**src/rtl/fbseq_pkg.sv**
```systemverilog
// Shared types and helpers for the frame fetch sequencer.
// Assumes depth codes are 3 bits wide and bits per pixel fit in 5 bits.
package fbseq_pkg;

    typedef enum logic [2:0] {
        ST_OFF,
        ST_ARM,
        ST_WAIT,
        ST_FETCH,
        ST_EVAL,
        ST_HALT
    } seq_state_t;

    localparam logic [1:0] MODE_NOFRAME = 2'd1;
    localparam logic [1:0] MODE_NOHDR   = 2'd2;

    // Map a depth code to bits per pixel (0 means unsupported).
    function automatic logic [4:0] depth_to_bpp(input logic [2:0] code);
        case (code)
            3'd0:    depth_to_bpp = 5'd0;
            3'd1:    depth_to_bpp = 5'd2;
            3'd2:    depth_to_bpp = 5'd4;
            3'd3:    depth_to_bpp = 5'd8;
            default: depth_to_bpp = 5'd16;
        endcase
    endfunction

endpackage

```
**src/rtl/fbseq_win_chk.sv**
```systemverilog
// Address window checker: reports whether every address that is flagged as
// in use lies inside the inclusive range [lo, hi]. Purely combinational.
// Assumes lo <= hi; addresses that are not flagged are treated as valid.
module fbseq_win_chk #(
    parameter int AW = 32,
    parameter int N  = 4
) (
    input  logic [AW-1:0] addr [N],
    input  logic [N-1:0]  in_use,
    input  logic [AW-1:0] lo,
    input  logic [AW-1:0] hi,
    output logic          all_ok
);

    logic [N-1:0] ok_vec;

    // One range comparator per address.
    for (genvar i = 0; i < N; i++) begin : g_cmp
        assign ok_vec[i] = !in_use[i] || ((addr[i] >= lo) && (addr[i] <= hi));
    end

    assign all_ok = &ok_vec;

endmodule

```
**src/rtl/fbseq_size_chk.sv**
```systemverilog
// Frame size checker: derives bits per pixel and data offset from the depth
// code, computes the frame need in bytes, and compares it with the buffer
// capacity (bottom - top + 2). Purely combinational.
// Assumes width and height are at most 2**LINE_W-1.
module fbseq_size_chk
    import fbseq_pkg::*;
#(
    parameter int AW              = 32,
    parameter int LINE_W          = 11,
    parameter int PAL_ENTRIES     = 256,
    parameter int SMALL_HDR_BYTES = 32
) (
    input  logic [2:0]        depth,
    input  logic              no_hdr,
    input  logic [LINE_W-1:0] width,
    input  logic [LINE_W-1:0] height,
    input  logic [AW-1:0]     top,
    input  logic [AW-1:0]     bot,
    output logic [4:0]        bpp,
    output logic [AW-1:0]     data_off,
    output logic              unsupported,
    output logic              fits
);

    localparam int PW      = 2 * LINE_W + 5;
    localparam int SUM_W   = AW + 3;
    localparam int BIG_OFF = PAL_ENTRIES * 2;

    logic [PW-1:0]           pix_bits;
    logic [SUM_W-1:0]        need;
    logic signed [SUM_W:0]   cap;

    // Decode the depth code into bpp and header offset.
    always_comb begin
        bpp         = depth_to_bpp(depth);
        unsupported = (depth == 3'd0);
        if (no_hdr)
            data_off = '0;
        else if (depth >= 3'd3)
            data_off = AW'(BIG_OFF);
        else
            data_off = AW'(SMALL_HDR_BYTES);
    end

    // Byte need versus signed capacity of the active buffer.
    always_comb begin
        pix_bits = PW'(width) * PW'(height) * PW'(bpp);
        need     = SUM_W'(data_off) + SUM_W'(pix_bits >> 3);
        cap      = $signed({1'b0, SUM_W'(bot)}) - $signed({1'b0, SUM_W'(top)})
                   + $signed((SUM_W + 1)'(2));
        fits     = $signed({1'b0, need}) <= cap;
    end

endmodule

```
**src/rtl/fbseq_hdr_fetch.sv**
```systemverilog
// Palette header fetch engine: on start, reads consecutive 32-bit words from
// the given base and writes each as two palette entries, low half then high
// half. The first word's bits 14:12 set the header length. abort stops the
// transfer at once. Assumes rd_ack is only asserted while rd_req is high.
module fbseq_hdr_fetch #(
    parameter int AW              = 32,
    parameter int PAL_ENTRIES     = 256,
    parameter int SMALL_HDR_BYTES = 32,
    localparam int IDX_W          = $clog2(PAL_ENTRIES),
    localparam int BIG_WORDS      = PAL_ENTRIES / 2,
    localparam int SMALL_WORDS    = SMALL_HDR_BYTES / 4,
    localparam int CNT_W          = $clog2(BIG_WORDS) + 1
) (
    input  logic             clk,
    input  logic             rst_n,
    input  logic             start,
    input  logic             abort,
    input  logic [AW-1:0]    base,
    output logic             rd_req,
    output logic [AW-1:0]    rd_addr,
    input  logic             rd_ack,
    input  logic [31:0]      rd_data,
    output logic             pal_we,
    output logic [IDX_W-1:0] pal_idx,
    output logic [15:0]      pal_data,
    output logic [2:0]       hdr_depth,
    output logic             done
);

    logic             busy;
    logic             drain;
    logic [CNT_W-1:0] cnt;
    logic [CNT_W-1:0] words;
    logic [15:0]      hi_q;
    logic [AW-1:0]    base_q;

    assign rd_req  = busy && !drain;
    assign rd_addr = base_q + AW'({cnt, 2'b00});

    // Word loop: request, split into two palette writes, advance.
    always_ff @(posedge clk) begin
        if (!rst_n) begin
            busy      <= 1'b0;
            drain     <= 1'b0;
            cnt       <= '0;
            words     <= CNT_W'(SMALL_WORDS);
            hi_q      <= '0;
            base_q    <= '0;
            pal_we    <= 1'b0;
            pal_idx   <= '0;
            pal_data  <= '0;
            hdr_depth <= 3'd0;
            done      <= 1'b0;
        end else begin
            pal_we <= 1'b0;
            done   <= 1'b0;
            if (abort) begin
                busy  <= 1'b0;
                drain <= 1'b0;
            end else if (start && !busy) begin
                busy   <= 1'b1;
                drain  <= 1'b0;
                cnt    <= '0;
                base_q <= base;
            end else if (busy && drain) begin
                pal_we   <= 1'b1;
                pal_idx  <= pal_idx + IDX_W'(1);
                pal_data <= hi_q;
                drain    <= 1'b0;
                cnt      <= cnt + CNT_W'(1);
                if (cnt + CNT_W'(1) == words) begin
                    busy <= 1'b0;
                    done <= 1'b1;
                end
            end else if (busy && rd_ack) begin
                pal_we   <= 1'b1;
                pal_idx  <= {cnt[CNT_W-2:0], 1'b0};
                pal_data <= rd_data[15:0];
                hi_q     <= rd_data[31:16];
                drain    <= 1'b1;
                if (cnt == '0) begin
                    hdr_depth <= rd_data[14:12];
                    words     <= (rd_data[14:12] >= 3'd3) ? CNT_W'(BIG_WORDS)
                                                          : CNT_W'(SMALL_WORDS);
                end
            end
        end
    end


    req_held_chk: assert property (@(posedge clk) disable iff (!rst_n || abort)
        rd_req && !rd_ack |=> rd_req);


    lo_then_hi_chk: assert property (@(posedge clk) disable iff (!rst_n || abort)
        pal_we && !pal_idx[0] |=> pal_we && pal_idx[0]);

endmodule

```
**src/rtl/fb_fetch_seq.sv**
```systemverilog
// Dual frame buffer fetch sequencer top. Checks buffer addresses on enable,
// loads the palette header per frame, checks the frame size and hands the
// frame to the pixel unpacker, toggling buffers in ping-pong mode.
// Assumes frame_tick only matters while waiting for a frame.
module fb_fetch_seq
    import fbseq_pkg::*;
#(
    parameter int AW              = 32,
    parameter int LINE_W          = 11,
    parameter int SP_W            = 10,
    parameter int PAL_ENTRIES     = 256,
    parameter int SMALL_HDR_BYTES = 32,
    localparam int IDX_W          = $clog2(PAL_ENTRIES)
) (
    input  logic              clk,
    input  logic              rst_n,
    input  logic              lcd_en,
    input  logic [1:0]        pal_mode,
    input  logic              dual_en,
    input  logic              frame_tick,
    input  logic [LINE_W-1:0] width_px,
    input  logic [LINE_W-1:0] height_ln,
    input  logic              sp_en,
    input  logic              sp_first,
    input  logic [SP_W-1:0]   sp_line,
    input  logic [AW-1:0]     buf_top0,
    input  logic [AW-1:0]     buf_bot0,
    input  logic [AW-1:0]     buf_top1,
    input  logic [AW-1:0]     buf_bot1,
    input  logic [AW-1:0]     win_lo,
    input  logic [AW-1:0]     win_hi,
    input  logic [1:0]        dma_ie,
    output logic              rd_req,
    output logic [AW-1:0]     rd_addr,
    input  logic              rd_ack,
    input  logic [31:0]       rd_data,
    output logic              pal_we,
    output logic [IDX_W-1:0]  pal_idx,
    output logic [15:0]       pal_data,
    output logic              pal_loaded,
    output logic [2:0]        dma_cond,
    output logic              dma_irq,
    output logic              sync_err,
    output logic              running,
    output logic              cur_buf,
    output logic              px_go,
    output logic [AW-1:0]     px_start,
    output logic [LINE_W-1:0] px_lines,
    output logic [LINE_W-1:0] px_first,
    output logic [4:0]        px_bpp
);

    seq_state_t     st;
    logic           first_hdr;
    logic           no_hdr;
    logic           addr_ok;
    logic [AW-1:0]  chk_addr [4];
    logic           hdr_start;
    logic           hdr_done;
    logic [2:0]     hdr_depth;
    logic [AW-1:0]  act_top;
    logic [AW-1:0]  act_bot;
    logic [4:0]     bpp;
    logic [AW-1:0]  data_off;
    logic           unsupported;
    logic           fits;

    assign chk_addr[0] = buf_top0;
    assign chk_addr[1] = buf_bot0;
    assign chk_addr[2] = buf_top1;
    assign chk_addr[3] = buf_bot1;
    assign act_top     = cur_buf ? buf_top1 : buf_top0;
    assign act_bot     = cur_buf ? buf_bot1 : buf_bot0;
    assign running     = (st != ST_OFF) && (st != ST_HALT);
    assign hdr_start   = (st == ST_WAIT) && frame_tick &&
                         (pal_mode != MODE_NOFRAME) && (pal_mode != MODE_NOHDR);

    fbseq_win_chk #(.AW(AW), .N(4)) u_win (
        .addr   (chk_addr),
        .in_use ({dual_en, dual_en, 2'b11}),
        .lo     (win_lo),
        .hi     (win_hi),
        .all_ok (addr_ok)
    );

    fbseq_hdr_fetch #(
        .AW(AW), .PAL_ENTRIES(PAL_ENTRIES), .SMALL_HDR_BYTES(SMALL_HDR_BYTES)
    ) u_hdr (
        .clk       (clk),
        .rst_n     (rst_n),
        .start     (hdr_start),
        .abort     (!lcd_en),
        .base      (act_top),
        .rd_req    (rd_req),
        .rd_addr   (rd_addr),
        .rd_ack    (rd_ack),
        .rd_data   (rd_data),
        .pal_we    (pal_we),
        .pal_idx   (pal_idx),
        .pal_data  (pal_data),
        .hdr_depth (hdr_depth),
        .done      (hdr_done)
    );

    fbseq_size_chk #(
        .AW(AW), .LINE_W(LINE_W), .PAL_ENTRIES(PAL_ENTRIES),
        .SMALL_HDR_BYTES(SMALL_HDR_BYTES)
    ) u_size (
        .depth       (hdr_depth),
        .no_hdr      (no_hdr),
        .width       (width_px),
        .height      (height_ln),
        .top         (act_top),
        .bot         (act_bot),
        .bpp         (bpp),
        .data_off    (data_off),
        .unsupported (unsupported),
        .fits        (fits)
    );

    // Frame sequencing, conditions and unpacker hand-off.
    always_ff @(posedge clk) begin
        if (!rst_n) begin
            st         <= ST_OFF;
            cur_buf    <= 1'b0;
            first_hdr  <= 1'b0;
            no_hdr     <= 1'b0;
            sync_err   <= 1'b0;
            dma_cond   <= 3'b000;
            dma_irq    <= 1'b0;
            pal_loaded <= 1'b0;
            px_go      <= 1'b0;
            px_start   <= '0;
            px_lines   <= '0;
            px_first   <= '0;
            px_bpp     <= '0;
        end else begin
            dma_irq    <= 1'b0;
            pal_loaded <= 1'b0;
            px_go      <= 1'b0;
            if (!lcd_en) begin
                st       <= ST_OFF;
                sync_err <= 1'b0;
            end else begin
                case (st)
                    ST_OFF: st <= ST_ARM;
                    ST_ARM: begin
                        if (addr_ok) begin
                            st        <= ST_WAIT;
                            cur_buf   <= 1'b0;
                            first_hdr <= 1'b1;
                        end else begin
                            dma_cond[2] <= 1'b1;
                            dma_irq     <= dma_ie[1];
                            st          <= ST_HALT;
                        end
                    end
                    ST_WAIT: begin
                        if (frame_tick && pal_mode != MODE_NOFRAME) begin
                            no_hdr <= (pal_mode == MODE_NOHDR);
                            st     <= (pal_mode == MODE_NOHDR) ? ST_EVAL : ST_FETCH;
                        end
                    end
                    ST_FETCH: begin
                        if (hdr_done) begin
                            pal_loaded <= first_hdr;
                            first_hdr  <= 1'b0;
                            st         <= ST_EVAL;
                        end
                    end
                    ST_EVAL: begin
                        if (unsupported) begin
                            st <= ST_WAIT;
                        end else if (!fits) begin
                            sync_err <= 1'b1;
                            st       <= ST_HALT;
                        end else begin
                            dma_cond[{1'b0, cur_buf}] <= 1'b1;
                            dma_irq  <= dma_ie[0];
                            px_go    <= 1'b1;
                            px_start <= act_top + data_off;
                            px_bpp   <= bpp;
                            px_first <= (sp_en && sp_first) ? LINE_W'(sp_line) : '0;
                            px_lines <= (sp_en && !sp_first) ? LINE_W'(sp_line) : height_ln;
                            if (dual_en)
                                cur_buf <= ~cur_buf;
                            st <= ST_WAIT;
                        end
                    end
                    default: st <= st;
                endcase
            end
        end
    end


    go_while_running_chk: assert property (@(posedge clk) disable iff (!rst_n)
        px_go |-> running);


    err_stops_chk: assert property (@(posedge clk) disable iff (!rst_n)
        $rose(sync_err) |-> !running);


    bad_addr_stops_chk: assert property (@(posedge clk) disable iff (!rst_n)
        $rose(dma_cond[2]) |-> !running);


    irq_has_cause_chk: assert property (@(posedge clk) disable iff (!rst_n)
        dma_irq |-> (dma_cond != 3'b000));


    off_clears_err_chk: assert property (@(posedge clk) disable iff (!rst_n)
        !lcd_en |=> !sync_err && !running);

endmodule

```
**config.mk**
```make
export PLATFORM = sky130hd
export DESIGN_NAME = fb_fetch_seq
export DESIGN_NICKNAME = d
export VERILOG_FILES = /design/src/rtl/fbseq_pkg.sv /design/src/rtl/fbseq_win_chk.sv /design/src/rtl/fbseq_size_chk.sv /design/src/rtl/fbseq_hdr_fetch.sv /design/src/rtl/fb_fetch_seq.sv
export SDC_FILE = /design/constraint.sdc
export NUM_CORES = 1
export LEC_CHECK = 0
export ABC_AREA = 0
export BUFFER_PORTS_ARGS = -buffer_cell sky130_fd_sc_hd__buf_2
export CAP_MARGIN = 10
export CORE_MARGIN = 2
export CORE_UTILIZATION = 40
export CTS_CLUSTER_SIZE = 40
export DETAILED_ROUTE_END_ITERATION = 7
export HOLD_SLACK_MARGIN = 0.1
export SYNTH_ARGS = -nofsm -noshare
export SYNTH_HDL_FRONTEND = slang
export SYNTH_SLANG_ARGS = --single-unit
```
**constraint.sdc**
```tcl
create_clock -name clk -period 13.3 [get_ports clk]
set_clock_uncertainty 0.15 [all_clocks]
set_input_delay 1.995 -clock clk [delete_from_list [all_inputs] [get_ports clk]]
set_output_delay 1.995 -clock clk [all_outputs]
set_load 0.05 [all_outputs]
```
* Word-level counts from Yosys, hierarchy flattened
Cells that the tools add are included.
** Operators by class
- $add $sub $neg :: 7
- Multipliers :: 2
- Magnitude comparators :: 13
- Equality and inequality tests :: 19
- Muxes and demuxes :: 46
- Bitwise operators :: 9
- Reductions and logical operators :: 52
** Operators with widths (number)
- >= comparator 32 bit :: 4
- <= comparator 32 bit :: 4
- 2-to-1 mux 32 bit :: 3
- 2-to-1 mux 8 bit :: 5
- adder 36 x 3 -> 36 bit (second input constant) :: 1
- <= comparator 36 bit :: 1
- adder 32 x 24 -> 33 bit :: 1
- subtractor 32 x 32 -> 33 bit :: 1
- adder 32 x 10 -> 32 bit :: 1
- adder 32 bit :: 1
- 2-to-1 mux 16 bit :: 2
- multiplier 22 x 5 -> 27 bit :: 1
- 2-to-1 mux 3 bit :: 8
- multiplier 11 x 11 -> 22 bit :: 1
- 2-to-1 mux 10 bit :: 2
- case mux 5 bit (4 select lines) :: 1
- AND reduction 4 bit :: 5
- 2-to-1 mux 1 bit :: 18
- adder 8 x 1 -> 8 bit (second input constant) :: 2
- logical AND 1 bit :: 16
- case mux 3 bit (5 select lines) :: 1
- equality test 3 x 2 -> 1 bit (second input constant) :: 4
- != test 2 bit (second input constant) :: 6
- AND reduction 3 bit :: 4
- other kinds (26) :: 55
** Word-level totals
- Bits in registers :: 167
- Input port bits :: 268
- Output and inout bits :: 126
- Word-level logic and storage cells :: 173

* Logic depth before layout (Yosys ltp)
Gate-level depths: netlist of run 1.
- Word-level depth :: 8
- Depth in mapped cells :: 49
- Mapped depth without buffers :: 46

* By module
A second synthesis of run 1 with hierarchy kept.
** Unflattened totals
- Cell total of the unflattened synthesis :: 3334
- Area total of the unflattened synthesis :: 26242.7 sq um
** Modules (own cells, without submodules)
- fbseq_size_chk :: instances 1, cells an instance 1374, area an instance 10734.0 sq um, seq. area each 0.0 sq um
- fbseq_win_chk :: instances 1, cells an instance 718, area an instance 5800.6 sq um, seq. area each 0.0 sq um
- fb_fetch_seq :: instances 1, cells an instance 661, area an instance 5263.8 sq um, seq. area each 1421.4 sq um
- fbseq_hdr_fetch :: instances 1, cells an instance 581, area an instance 4444.3 sq um, seq. area each 1781.7 sq um

* Worst setup path after synthesis of run 1
Ideal clock, no wire load.
- Path type :: input to register
- Start :: input height_ln[4]
- End :: register px_bpp[3]
- Library setup time :: 72 ps
- Arrival :: 12684 ps
- Required time :: 13078 ps
- Slack :: 394 ps
- Stages on the path :: 43
- Buffers on the path :: 2
- Cells stage by stage :: clkbuf_1 -> nand2_1 -> fa_1 -> inv_1 -> ha_1 -> fa_1 -> inv_1 -> fa_1 -> fa_1 -> inv_1 -> ha_1 -> inv_1 -> o21bai_1 -> a21oi_1 -> o21bai_1 -> a21oi_1 -> nor2b_1 -> o31ai_1 -> (+7 left out) -> o211ai_1 -> or4_1 -> a311oi_1 -> nor2_1 -> a21oi_1 -> and3_1 -> nand4_1 -> or4b_2 -> xor2_1 -> ha_1 -> nand4_1 -> a21oi_1 -> o41ai_1 -> a21oi_1 -> a31oi_1 -> o311a_1 -> buf_6 -> mux2i_1
** Between the ends
- Word-level cells in the longest chain between the ends :: 5
** RTL lines
- from (decl) :: RTL line fb_fetch_seq.sv:22 : input logic [LINE_W-1:0] height_ln,
- multiplier 11 x 11 -> 22 bit :: RTL line fbseq_size_chk.sv:47 : pix_bits = PW'(width) * PW'(height) * PW'(bpp);
- multiplier 22 x 5 -> 27 bit :: RTL line fbseq_size_chk.sv:47
- adder 32 x 24 -> 33 bit :: RTL line fbseq_size_chk.sv:48 : need = SUM_W'(data_off) + SUM_W'(pix_bits >> 3);
- <= comparator 36 bit :: RTL line fbseq_size_chk.sv:51 : fits = $signed({1'b0, need}) <= cap;
- AND reduction 4 bit (no source line)
- to (signal assigned) :: RTL line fb_fetch_seq.sv:182 : px_bpp <= bpp;
- to (decl) :: RTL line fb_fetch_seq.sv:50 : output logic [4:0] px_bpp
Every way passes these cells.
A chain may end at the register's enable or synchronous reset.

* Final worst setup path of run 1
- Start :: input width_px[2]
- End :: register px_start[30]
** Between the ends
- Word-level cells in the longest chain between the ends :: 5
** RTL lines
- from (decl) :: RTL line fb_fetch_seq.sv:21 : input logic [LINE_W-1:0] width_px,
- multiplier 11 x 11 -> 22 bit :: RTL line fbseq_size_chk.sv:47
- multiplier 22 x 5 -> 27 bit :: RTL line fbseq_size_chk.sv:47
- adder 32 x 24 -> 33 bit :: RTL line fbseq_size_chk.sv:48
- <= comparator 36 bit :: RTL line fbseq_size_chk.sv:51
- AND reduction 4 bit (no source line)
- to (signal assigned) :: RTL line fb_fetch_seq.sv:181 : px_start <= act_top + data_off;
- to (decl) :: RTL line fb_fetch_seq.sv:47 : output logic [AW-1:0] px_start,
Every way passes these cells.

==> results of run 1 <==
-- layout make-up --
cell class,instances,area (um^2),share of cell area
sequential,159,3190,0.112
clock buffer,17,425,0.0149
tap,837,1050,0.0368
inverter,261,980,0.0344
antenna,1,2.50,0.0000879
multi-input combinational,2597,20400,0.715
clock inverter,14,178,0.00624
timing repair buffer,430,2300,0.0808
-- state kept, by name (all words and copies together), names as in the netlist, 2 cells and up --
name,count
px_start,32
u_hdr.base_q,32
u_hdr.hi_q,16
u_hdr.pal_data,16
px_lines,11
px_first,10
u_hdr.cnt,8
u_hdr.pal_idx,8
px_bpp,4
dma_cond,3
st,3
u_hdr.hdr_depth,3
u_hdr.words,2
-- metal layers --
metal,global-route usage,wire length (um)
met1,0.338,37200
met2,0.382,35200
met3,0.0365,4630
met4,0.0580,1780
met5,0,11
-- what timing repair did --
item                       in CTS  in global routing
gates resized for setup         0                 14
buffers inserted                0                  2
setup endpoints to repair       0                 61
-- how the worst max path moves through the flow --
stage,start,end,slack [ns]
after floorplan,height_ln[4],px_bpp[3],0.39
after global placement,width_px[2],px_start[27],0.16
after detailed placement,width_px[2],px_start[27],0.05
after CTS,width_px[2],px_start[30],0.41
after global routing,width_px[2],px_start[25],-0.02
final,width_px[2],px_start[30],0.62
-- cells by family (layout without fill, tap and decap cells) --
family,Yosys count,after routing,share of synthesized area
xor gates and xnor gates,132,132,0.0462
other,1,4,0.000150
and+or+nand+nor,1099,1099,0.212
buffers and inverters,380,722,0.0605
adders and majority gates,563,563,0.319
DFF,159,159,0.127
AOI/OAI and AO/OA,657,657,0.175
muxes,143,143,0.0596
-- through the flow --
step	setup WS, ns	setup TNS, ns	instance area [um^2]
after floorplan	0.394	0	25000
after global placement	0.165	0	27800
after detailed placement	0.0524	0	27800
after CTS	0.407	0	28400
after global routing	-0.0170	-0.0715	28500
final	0.616	0	28500
-- layout by cell type, fill, tap and decap left out, drive strengths merged, types with 21 or more instances in the layout --
master | netlist | routed
o211ai | 34 | 34
a211oi | 60 | 60
nand2b | 36 | 36
a21oi | 185 | 185
xnor2 | 80 | 80
buf | 33 | 429
ha | 440 | 440
fa | 123 | 123
dfxtp | 159 | 159
nand3 | 57 | 57
o21ai | 109 | 109
and2 | 80 | 80
nor4 | 21 | 21
mux2 | 46 | 46
a21o | 101 | 101
a31oi | 25 | 25
nor2b | 57 | 57
nor2 | 239 | 239
nor3 | 59 | 59
xor2 | 52 | 52
nand4 | 66 | 66
inv | 261 | 267
nand2 | 369 | 369
and3 | 41 | 41
mux2i | 97 | 97
-- power groups by stage --
stage | registers (W) | logic (W) | clock network [W]
after floorplan | 0.000489 | 0.000950 | 0
after global placement | 0.000488 | 0.00133 | 0
after detailed placement | 0.000489 | 0.00132 | 0
after CTS | 0.000478 | 0.00134 | 0.000510
after global routing | 0.000477 | 0.00156 | 0.000533
final | 0.000478 | 0.00135 | 0.000500
-- critical path: cells and delay by family --
family / cells / cell delay, ns
multiplexers: 2 / 0.36
AO/OA/AOI/OAI: 15 / 2.66
XOR/XNOR: 2 / 0.37
AND/OR/NAND/NOR: 11 / 1.68
buffers and inverters: 9 / 1.22
adder cells (fa/ha/maj): 11 / 4.55
==> reports/summary.txt, run 1 <==
synthesized instance count: 3134
Worst Reg-to-Reg Cells: 40
register area share after synthesis: 0.127
core area: 61700 um^2
Comb pwr share: 0.580
minimum clock period after layout: 12.68 ns
initial antenna violation count: 3
part of the power in the clock network: 0.215
CP max stage cell: or4b_2
HP Class: reg -> reg
final WL: 78.9 mm
layout cell share with drive strength beyond 1: 0.160
Synth top area share: 0.220
Pleak: 14.1 nW
# nets final: 4297
worst stage delay on the critical path: 0.68 ns
DR DRC count: 0
die span in x: 254 um
cts hold-fix bufs: 0
Internal Power: 0.00132 W
vias in the first global route: 22000
Hold Fails Final Rpt: 0
CTS buffer count: 17
I/O Buffers: 391
nature of the critical path startpoint: input pin
clock-pin slew on the worst setup and hold paths: 0.07 ns
top cells by area, synth: ha_1, dfxtp_1, fa_1
Worst EP required: 13.50 ns
HPWL reported at the end of detailed placement: 66.5 mm
DR vias/cell: 5.38
hold path startpoint: dma_cond[0]
1st-iter DRT viols: 1490
max_cap viols: 0
fin crit share: 0.954
starting density of the core: 0.405
htree depth: 4
reg-to-reg slack, setup: 4.09 ns
post-synthesis cell area: 25000 um^2
WHS Endpoint: dma_cond[0]
die height: 254 um
mean routed wirelength per cell: 18.3 um
Fin Hold WS: 0.302 ns
Cell variety after synth: 87
clock latency on the worst-skew pair: 0.42 ns
top cells by instance count after synthesis: ha_1, nand2_1, inv_1
most common flop cell mapped by yosys: dfxtp_1
Synth warnings: 0
most frequent cell after synthesis: ha_1
CTS tree: yes
vias: 23200
Sw Pwr: 0.00101 W
Layout fillers: 6354
area leader, netlist: ha_1
Hold Path Stages: 2
fmax: 0.0788 GHz
critical path endpoint category: flop
worst vdd ir: 0.0000929 V
CP Class: in -> reg
First-pass DRT Iterations: 5
Top Ports: 394
most repeated library cell on the critical path: fa_1
CTS Sinks: 159
Pwr Total: 0.00233 W
worst reg2reg endpoint: px_start[30]
outcome: finished clean
Slew Viols, Final: 0
Std-Cell Rows: 91
CTS root buffer: clkbuf_16
GPL Wtd Cong: 0.939
largest net degree at the start of global routing: 74
final setup fails: 0
worst slew pin tran: 1.18 ns
sequential share of power: 0.205
Final ANT Viol Nets: 0
GRT Residual Overflow: 0
wire length of the first global-routing pass: 122 mm
CTS max path bufs: 2
Tot GR Track Use: 0.240
placed cells: 4281
switching fraction of total power: 0.435
reg-to-reg startpoint: u_hdr.hdr_depth[2]
Final Non-Filler Cells: 4316
critical path data arrival time: 12.88 ns
Slew HR: 0.188
register bit total from synthesis: 159
Core Util, Final: 0.462
mean post-synth cell area: 7.98 um^2
full die area: 64500 um^2
ys async rst share: 0
Syn-to-layout area delta: 13.9%
power density cells: 81.7 nW/um^2
number of synthesized flops with an enable pin: 0
Crit Path Max Fanout: 20
Note: power is estimated with default switching activity, not from simulation.
==> inputs of run 2 (changes only) <==
CORE_UTILIZATION = 60   (was 40)
PLACE_DENSITY = 0.84   (was default)
clock period = 16.4 ns   (was 13.3 ns; I/O delays follow)
==> reports/summary.txt, run 2 (synthesized netlist as in run 1, its figures left out) <==
outcome: finished clean (unchanged)
full die area: 43300 um^2 (was 64500 um^2)
I/O Buffers: 391 (unchanged)
critical path's top delay family: compound AO/OA/AOI/OAI gates (was adder cells)
clock latency on the worst-skew pair: 0.44 ns (was 0.42 ns)
Top Ports: 394 (unchanged)
fmax: 0.0683 GHz
Pleak: 14.0 nW (was 14.1 nW)
Std-Cell Rows: 74 (was 91)
largest net degree at the start of global routing: 89 (was 74)
Slew Viols, Final: 0 (unchanged)
Core Util, Final: 0.679 (was 0.462)
cts hold-fix bufs: 0 (unchanged)
worst vdd ir: 0.0000776 V (was 0.0000929 V)
CTS buffer count: 17 (unchanged)
wire length of the first global-routing pass: 118 mm (was 122 mm)
Syn-to-layout area delta: 11.4% (was 13.9%)
CTS Sinks: 159 (unchanged)
mean routed wirelength per cell: 18.3 um (about the same)
RSZ-0062 raised after global routing: false
HP Class: reg -> reg (unchanged)
Tot GR Track Use: 0.333 (was 0.240)
power density cells: 67.6 nW/um^2 (was 81.7 nW/um^2)
final WL: 73.1 mm (was 78.9 mm)
fin crit share: 0.892
critical path endpoint category: flop (unchanged)
# resized after CTS: 0 (unchanged)
clock-pin slew on the worst setup and hold paths: 0.08 ns (was 0.07 ns)
CTS max path bufs: 2 (unchanged)
layout cell share with drive strength beyond 1: 0.150 (was 0.160)
part of the power in the clock network: 0.236 (was 0.215)
max_cap viols: 0 (unchanged)
CP Class: in -> reg (unchanged)
most common cell after layout, fill and taps aside: ha_1 (unchanged)
DR DRC count: 0 (unchanged)
initial antenna violation count: 4 (was 3)
CTS tree: yes (unchanged)
core area: 41000 um^2 (was 61700 um^2)
placed cells: 3949 (was 4281)
sequential share of power: 0.206 (was 0.205)
Slew HR: 0.183 (was 0.188)
Worst EP required: 16.61 ns (was 13.50 ns)
Layout fillers: 3455 (was 6354)
vias in the first global route: 23200 (was 22000)
biggest regs: px_start: 32 flops, u_hdr.base_q: 32 flops (unchanged)
starting density of the core: 0.610 (was 0.405)
htree depth: 4 (unchanged)
postcts setup bufs: 0 (unchanged)
switching fraction of total power: 0.434 (was 0.435)
die span in x: 208 um (was 254 um)
nature of the critical path startpoint: input pin (unchanged)
Sw Pwr: 0.000818 W (was 0.00101 W)
DR vias/cell: 6.08 (was 5.38)
CP max stage cell: o41ai_1 (was or4b_2)
GRT Residual Overflow: 0 (unchanged)
final setup fails: 0 (unchanged)
Internal Power: 0.00106 W (was 0.00132 W)
most frequent cells in the layout: ha_1, buf_2, nand2_1, inv_1, nor2_1 (unchanged)
Hold Fails Final Rpt: 0 (unchanged)
critical path data arrival time: 14.84 ns (was 12.88 ns)
Final Non-Filler Cells: 3984 (was 4316)
# nets final: 4267 (was 4297)
vias: 24200 (was 23200)
Comb pwr share: 0.558 (was 0.580)
First-pass DRT Iterations: 6 (was 5)
Final ANT Viol Nets: 0 (unchanged)
worst slew pin tran: 1.21 ns (was 1.18 ns)
minimum clock period after layout: 14.63 ns
GPL Wtd Cong: 1.01 (was 0.939)
1st-iter DRT viols: 2056 (was 1490)
CTS root buffer: clkbuf_16 (unchanged)
Buf/Inv on CP: 5 (was 9)
Crit Path Max Fanout: 12 (was 20)
die height: 208 um (was 254 um)
setup TNS: 0 ns (unchanged)
worst stage delay on the critical path: 0.83 ns (was 0.68 ns)
most repeated library cell on the critical path: fa_1 (unchanged)
HPWL reported at the end of detailed placement: 60.5 mm (was 66.5 mm)
-- run 2: cell count changes in the layout (fill, tap and decap cells not counted), moves of 2 or more --
cell / change
buf_4: -26
buf_12: -2
bufinv_16: +2
diode_2: +2
clkinv_4: -2
a21oi_2: -4
a21oi_1: +4
-- run 2: layer usage --
metal / up-vias / share of wire / global-route usage
li1: 11700 / - / -
met1: 11200 / 0.42 / 0.427
met2: 1082 / 0.45 / 0.548
met3: 213 / 0.084 / 0.0625
met4: 0 / 0.043 / 0.140
met5: - / 0 / 0
-- run 2: worst paths after layout --
| kind | end | start | cells past startpoint | slack, ns |
|---|---|---|---|---|
| setup / recovery | px_bpp[1] | height_ln[4] | 42 | 1.77 |
| hold / removal | dma_cond[1] | dma_cond[1] | 2 | 0.30 |
| setup reg to reg | px_bpp[1] | u_hdr.hdr_depth[2] | 36 | 6.32 |
| hold reg to reg | dma_cond[1] | dma_cond[1] | 2 | 0.30 |
-- run 2: per-stage QoR --
stage | instance area [um^2] | worst slack (ns) | hold WS (ns) | total power, W
after floorplan | 25000 | 3.03 | 0.286 | 0.00117
after global placement | 27200 | 1.69 | 0.285 | 0.00140
after detailed placement | 27200 | 1.40 | 0.291 | 0.00142
after CTS | 27800 | 1.80 | 0.307 | 0.00187
after global routing | 27800 | 0.924 | 0.323 | 0.00204
final | 27800 | 1.77 | 0.303 | 0.00188
-- run 2: power by group through the flow --
stage          Combinational (W)  Clock (W)  Sequential [W]
6_report                 0.00105   0.000445        0.000387
5_1_grt                  0.00119   0.000464        0.000387
4_1_cts                  0.00103   0.000448        0.000387
3_5_place_dp             0.00102          0        0.000396
3_3_place_gp             0.00100          0        0.000396
2_1_floorplan           0.000771          0        0.000396
-- run 2: area by class of cell --
cell class / instances / area [um^2] / share of cell area
clock buffers: 18 / 439 / 0.0158
flip-flops and latches: 159 / 3190 / 0.114
well taps: 532 / 666 / 0.0239
multi-input cells: 2597 / 20300 / 0.730
repair buffers: 400 / 2030 / 0.0728
inverters: 261 / 980 / 0.0352
clock inverters: 14 / 216 / 0.00777
diodes: 3 / 7.51 / 0.000270
-- run 2: worst min-delay path, stage by stage, from the launching register on --
cell	delay, ns
dfxtp_1	0.31
nand2_1	0.05
o21ai_1	0.05
